File: src/rtl/fsc_pkg.sv
package fsc_pkg;
    localparam int OPC_W  = 6;
    localparam int REG_W  = 5;
    localparam int FLG_W  = 6;
    localparam int STAT_W = OPC_W + REG_W + FLG_W;

    // Last field is bit 0 of the packed vector.
    typedef struct packed {
        logic bad_va;
        logic tlb_miss;
        logic fault_on_wr;
        logic fault_on_rd;
        logic acc_viol;
        logic is_write;
    } fsc_flags_t;
endpackage

File: src/rtl/fsc_addr_former.sv
module fsc_addr_former #(
    parameter int VA_W       = 43,
    parameter int PAGE_SHIFT = 13,
    parameter int PTE_SHIFT  = 3
) (
    input  logic [VA_W-1:0] base,
    input  logic [VA_W-1:0] vaddr,
    output logic [VA_W-1:0] form
);
    localparam int VPN_W = VA_W - PAGE_SHIFT;

    logic [VPN_W-1:0] vpn;
    logic [VA_W-1:0]  vpn_wide;

    always_comb begin
        vpn      = vaddr[VA_W-1:PAGE_SHIFT];
        vpn_wide = {{PAGE_SHIFT{1'b0}}, vpn};
        form     = base | (vpn_wide << PTE_SHIFT);
    end
endmodule

File: src/rtl/fsc_status_packer.sv
module fsc_status_packer
    import fsc_pkg::*;
(
    input  logic [OPC_W-1:0]  opcode,
    input  logic [REG_W-1:0]  dreg,
    input  fsc_flags_t        flags,
    output logic [STAT_W-1:0] stat
);
    always_comb begin
        stat = {opcode, dreg, flags};
    end
endmodule

File: src/rtl/fault_status_capture.sv
module fault_status_capture
    import fsc_pkg::*;
#(
    parameter int VA_W       = 43,
    parameter int PAGE_SHIFT = 13,
    parameter int PTE_SHIFT  = 3
) (
    input  logic              clk,
    input  logic              rst_n,
    input  logic              dflt_strobe,
    input  logic [VA_W-1:0]   dflt_vaddr,
    input  logic [OPC_W-1:0]  dflt_opcode,
    input  logic [REG_W-1:0]  dflt_dreg,
    input  logic [FLG_W-1:0]  dflt_flags,
    input  logic              dflt_spec,
    input  logic              dflt_pte_fetch,
    input  logic              dflt_nofault,
    input  logic              iflt_strobe,
    input  logic [VA_W-1:0]   iflt_pc,
    input  logic              iflt_spec,
    input  logic              dbase_we,
    input  logic [VA_W-1:0]   dbase_wdata,
    input  logic              ibase_we,
    input  logic [VA_W-1:0]   ibase_wdata,
    output logic [VA_W-1:0]   dflt_va,
    output logic [VA_W-1:0]   dflt_form,
    output logic [STAT_W-1:0] dflt_stat,
    output logic [VA_W-1:0]   iflt_tag,
    output logic [VA_W-1:0]   iflt_form
);
    localparam int N_SIDE = 2;  // 0: data, 1: instruction

    typedef struct packed {
        logic [VA_W-1:0]   dva;
        logic [VA_W-1:0]   dform;
        logic [STAT_W-1:0] dstat;
        logic [VA_W-1:0]   dbase;
        logic [VA_W-1:0]   itag;
        logic [VA_W-1:0]   iform;
        logic [VA_W-1:0]   ibase;
    } state_t;

    state_t state_d, state_q;

    logic [VA_W-1:0]   side_base [N_SIDE];
    logic [VA_W-1:0]   side_addr [N_SIDE];
    logic [VA_W-1:0]   side_form [N_SIDE];
    logic [STAT_W-1:0] stat_new;
    logic              dcap, icap;

    always_comb begin
        side_base[0] = state_q.dbase;
        side_addr[0] = dflt_vaddr;
        side_base[1] = state_q.ibase;
        side_addr[1] = iflt_pc;
    end

    for (genvar g = 0; g < N_SIDE; g++) begin : g_form
        fsc_addr_former #(
            .VA_W      (VA_W),
            .PAGE_SHIFT(PAGE_SHIFT),
            .PTE_SHIFT (PTE_SHIFT)
        ) u_former (
            .base (side_base[g]),
            .vaddr(side_addr[g]),
            .form (side_form[g])
        );
    end

    fsc_status_packer u_packer (
        .opcode(dflt_opcode),
        .dreg  (dflt_dreg),
        .flags (fsc_flags_t'(dflt_flags)),
        .stat  (stat_new)
    );

    always_comb begin
        dcap    = dflt_strobe && !(dflt_spec || dflt_pte_fetch || dflt_nofault);
        icap    = iflt_strobe && !iflt_spec;
        state_d = state_q;
        if (dcap) begin
            state_d.dva   = dflt_vaddr;
            state_d.dform = side_form[0];
            state_d.dstat = stat_new;
        end
        if (icap) begin
            state_d.itag  = iflt_pc;
            state_d.iform = side_form[1];
        end
        if (dbase_we) state_d.dbase = dbase_wdata;
        if (ibase_we) state_d.ibase = ibase_wdata;
    end

    always_ff @(posedge clk or negedge rst_n) begin
        if (!rst_n) state_q <= '0;
        else        state_q <= state_d;
    end

    assign dflt_va   = state_q.dva;
    assign dflt_form = state_q.dform;
    assign dflt_stat = state_q.dstat;
    assign iflt_tag  = state_q.itag;
    assign iflt_form = state_q.iform;
endmodule

File: config.mk
export PLATFORM = sky130hd
export DESIGN_NAME = fault_status_capture
export DESIGN_NICKNAME = d
export VERILOG_FILES = /design/src/rtl/fsc_pkg.sv /design/src/rtl/fsc_addr_former.sv /design/src/rtl/fsc_status_packer.sv /design/src/rtl/fault_status_capture.sv
export SDC_FILE = /design/constraint.sdc
export NUM_CORES = 1
export LEC_CHECK = 0
export BUFFER_PORTS_ARGS = -buffer_cell sky130_fd_sc_hd__buf_2
export CAP_MARGIN = 20
export CORE_MARGIN = 3
export CORE_UTILIZATION = 48
export DETAILED_ROUTE_END_ITERATION = 16
export PLACE_DENSITY = 0.85
export SLEW_MARGIN = 10
export SYNTH_ARGS = -nofsm -noshare
export SYNTH_HDL_FRONTEND = slang
export SYNTH_HIERARCHICAL = 1
export SYNTH_SLANG_ARGS = --single-unit
export TNS_END_PERCENT = 5
File: constraint.sdc
create_clock -name clk -period 1.35 [get_ports clk]
set_input_delay 0.27 -clock clk [delete_from_list [all_inputs] [get_ports clk]]
set_output_delay 0.27 -clock clk [all_outputs]
set_load 0.01 [all_outputs]
Yosys cells after proc, flatten, opt, wreduce, memory -nomap -nowiden
Cells that the tools add are included.
{"block": "word_totals", "reg_bits": 275, "output_inout_bits": 189}
{"block": "op_classes", "n_bitwise": 2, "reduce_logical": 6}
{"operator": "43-bit by 33-bit bitwise OR with 43-bit output", "n": 2}
{"operator": "1-bit logical AND", "n": 2}
{"operator": "1-bit logical NOT", "n": 2}
{"operator": "1-bit logical OR", "n": 2}

Longest topological paths before layout
{"block": "logic_depth", "ltp_word": 4, "ltp_mapped": 5}

Cells and area by module
The synthesis kept the hierarchy.
{"module": "fault_status_capture", "area_per_inst_um2": 10207.3, "cells_each": 583, "instances": 1, "seq_area_each_um2": 6881.6}
{"module": "fsc_addr_former", "area_per_inst_um2": 285.3, "cells_each": 43, "instances": 2, "seq_area_each_um2": 0.0}
{"module": "fsc_status_packer", "area_per_inst_um2": 127.6, "cells_each": 17, "instances": 1, "seq_area_each_um2": 0.0}

Least setup slack after synthesis
Ideal clock, no wire load.
{"block": "synth_path", "path_kind": "input port to flip-flop", "start": "input dflt_pte_fetch", "end": "register state_q, in the netlist dflt_form[10]", "required_time_ns": 1.223, "t_arrival_ns": 1.304, "cell_stages": 4, "setup_slack_ns": -0.081, "cell_sequence": "nor4b_2 > buf_4 > buf_6 > mux2_1"}
{"block": "synth_via", "elab_chain_cells": 4}
{"element": "from (decl)", "line": "fault_status_capture.sv:16", "text": "input logic dflt_pte_fetch,"}
{"element": "1-bit logical OR (2 in series)", "line": "fault_status_capture.sv:78", "text": "dcap = dflt_strobe && !(dflt_spec || dflt_pte_fetch || dflt_nofault);"}
{"element": "1-bit logical NOT", "line": "fault_status_capture.sv:78"}
{"element": "1-bit logical AND", "line": "fault_status_capture.sv:78"}
{"element": "to (signal assigned)", "line": "fault_status_capture.sv:96", "text": "else state_q <= state_d;"}
{"element": "to (decl)", "line": "fault_status_capture.sv:43", "text": "state_t state_d, state_q;"}
Every way passes these cells.
A chain may end at the register's enable or synchronous reset.

Final worst setup path
{"block": "layout_path", "start": "register state_q, in the netlist dflt_form[30]", "end": "output dflt_form[30]"}
{"element": "to (decl)", "line": "fault_status_capture.sv:26", "text": "output logic [VA_W-1:0] dflt_form,"}
No word-level cell between the ends.

==> out/qor.csv <==
metric,value,unit
num-nets-final,1453,
hp-class,input pin to flip-flop,
status,"complete, but fails checks",
sequentialPowerShare,42.3,%
rsz0062_at_grt,yes,
cp-startpoint,dflt_form[30],
start_util,49.36,%
place_ws,-0.2413,ns
multi_input_area,3510,um2
avgSynthCellArea,15.90,um2
max_stage_delay,0.43,ns
grt_first_pass_wirelength,53480,um
crit_fanout,2,
dpl.cell_count,1311,
vias,8346,
finalMaxSlewViolations,0,
hold_viol_final,0,
p_leak,7.590,nW
crit_chain,buf_2,
drtAntennaViolNets,0,
rr_worst_depth,2,
setup_viol,40,
routed_via_density,5.357,
final_cell_count_no_fill,1558,
grt_start_max_net_pins,50,
r2r_start,side_base[66],
clk_latency,0.53,ns
cts_buffer_depth,3,
syn_nets,885,
yosysSeqAreaShare,63.10,%
layout_setup_ws,-0.05101,ns
htree_levels,1,
overflow,0,
finClkSkew,0.007842,ns
root_buffer,clkbuf_16,
io-pin-count,388,
clk_pin_slew,0.07,ns
reg2reg_slack,0.22,ns
worst-path-buf-inv,1,
core_region_area,22090,um2
drive_gt1_share,53.61,%
dieArea,24560,um2
min_period,1.401,ns
max_freq,713.8,MHz
min_period_over_period,103.8,%
synth-seq-cells,275,
register_area,6882,um2
die_x,156.7,um
antenna_found_initial,3,
critPathSlowestCell,dfrtp_1,
path_depth,1,
wl_per_cell,24.19,um
yosys_warnings,6,
io_buffers,387,
area.growth.synth_to_final,52.73,%
grt_usage,28.05,%
ys_types,10,
grt_pass1_vias,9280,
firstDrtPassIters,7,
fin_util,75.39,%
place.gp.congestion,0.7998,
die_y,156.7,um
crit_end,dflt_form[30],
cp-start-kind,flip-flop,
p_sw_share,27.45,%
worstMarginPinSlew,0.3215,ns
internal_power,0.01830,W
ir_drop,0.001193,V
finalSetupTns,-0.5722,ns
worstSetupPathType,flip-flop to primary output,
hpwl,19380,um
drc,0,
cp_data_required_time,1.08,ns
p_sw,0.006927,W
drt-total-wl,37680,um
cap_violations,0,
critical-path-top-delay-family,flip-flops,
cts_tree,built,
reg2reg_to,dflt_form[23],
drt_iter0_markers,634,
numCtsBuffers,28,
end_kind,primary output,
rows,54,
syn_area,10910,um2
slew_headroom,78.57,%
power.density,1515,nW/um2
cts.sinks,275,
p_total,0.02523,W
clockPowerShare,36.0,%
worst_ep_arrival_time,1.13,ns
violations,negative setup slack,
nFillCells,1132,
pwr-share-comb,21.7,%
postSynthCellCount,686,
[per-layer routing]
layer / wire length (um) / up-vias / GRT usage [%]
met2: 19950 / 485 / 50.82
met3: 3135 / 140 / 8.352
met5: 11 / - / 0
li1: - / 3464 / -
met4: 1808 / 2 / 12.26
met1: 12780 / 4255 / 30.24
[power groups by stage]
stage	Clock, W	Sequential [W]	Combinational, W
finish	0.00908	0.0107	0.00548
CTS	0.00903	0.0104	0.00485
detailed placement	0	0.0105	0.00409
floorplan	0	0.0109	0.00153
global placement	0	0.0104	0.00395
global route	0.00949	0.0108	0.00577
[how the worst min path moves through the flow]
stage                      from      endpoint  slack, ns  cells after the start
finish              iflt_pc[16]  iflt_tag[16]       0.03                      2
global route        iflt_pc[16]  iflt_tag[16]      0.005                      2
CTS                 iflt_pc[16]  iflt_tag[16]      0.003                      2
detailed placement        rst_n  iflt_tag[41]       0.17                      1
global placement          rst_n  iflt_tag[41]       0.16                      1
floorplan                 rst_n  dflt_form[0]      -0.03                      0
[what timing repair did]
item                                    CTS  global route
hold buffers                            187             0
hold endpoints to repair                461             0
cloned                                    0             0
gates resized for setup                  36            53
setup buffers                             3             3
endpoints found under the setup margin  111           170
[per-stage QoR]
| step | hold slack, ns | instance area (um2) |
|---|---|---|
| floorplan | -0.02559 | 10920 |
| global placement | 0.1645 | 13120 |
| detailed placement | 0.1674 | 13120 |
| CTS | 0.003334 | 16320 |
| global route | 0.004842 | 16660 |
| finish | 0.02574 | 16660 |
[cells in the final DEF, fill, tap and decap left out]
cell type,instances
nor4b_4,1
clkinvlp_4,4
buf_6,85
diode_2,2
clkbuf_16,29
nor2b_4,1
dlygate4sd3_1,187
or2_1,60
buf_8,1
mux2_1,70
clkbuf_8,6
buf_2,301
inv_6,2
mux2_2,205
bufinv_16,7
buf_4,23
clkinv_2,4
dfrtp_1,275
buf_12,15
[registers in the layout, indices dropped and copies added, names as in the netlist]
signal and cells:
dflt_va 43, dflt_form 43, side_base 86, iflt_tag 43, iflt_form 43, dflt_stat 17
[synthesized netlist by cell type]
cell,count,area share (%)
buf_2,16,0.73
buf_4,48,3.3
buf_6,7,0.72
clkbuf_1,3,0.10
dfrtp_1,275,63
mux2_1,70,7.2
mux2_2,205,21
nor2b_1,1,0.057
nor4b_2,1,0.14
or2_1,60,3.4
[cells by family after synthesis]
| family | Yosys count | share of synthesized area [%] |
|---|---|---|
| multiplexers | 275 | 28.40 |
| AND/OR/NAND/NOR | 62 | 3.637 |
| buffers and inverters | 74 | 4.865 |
| flip-flops | 275 | 63.10 |
[final cells by class]
class	instances	area share, %
Sequential cell	275	41.32
Timing Repair Buffer	612	28.96
Multi-Input combinational cell	337	21.07
Clock buffer	35	4.853
Tap cell	280	2.103
Clock inverter	17	1.668
Antenna cell	2	0.03005
Power figures use the tool's default switching activity.
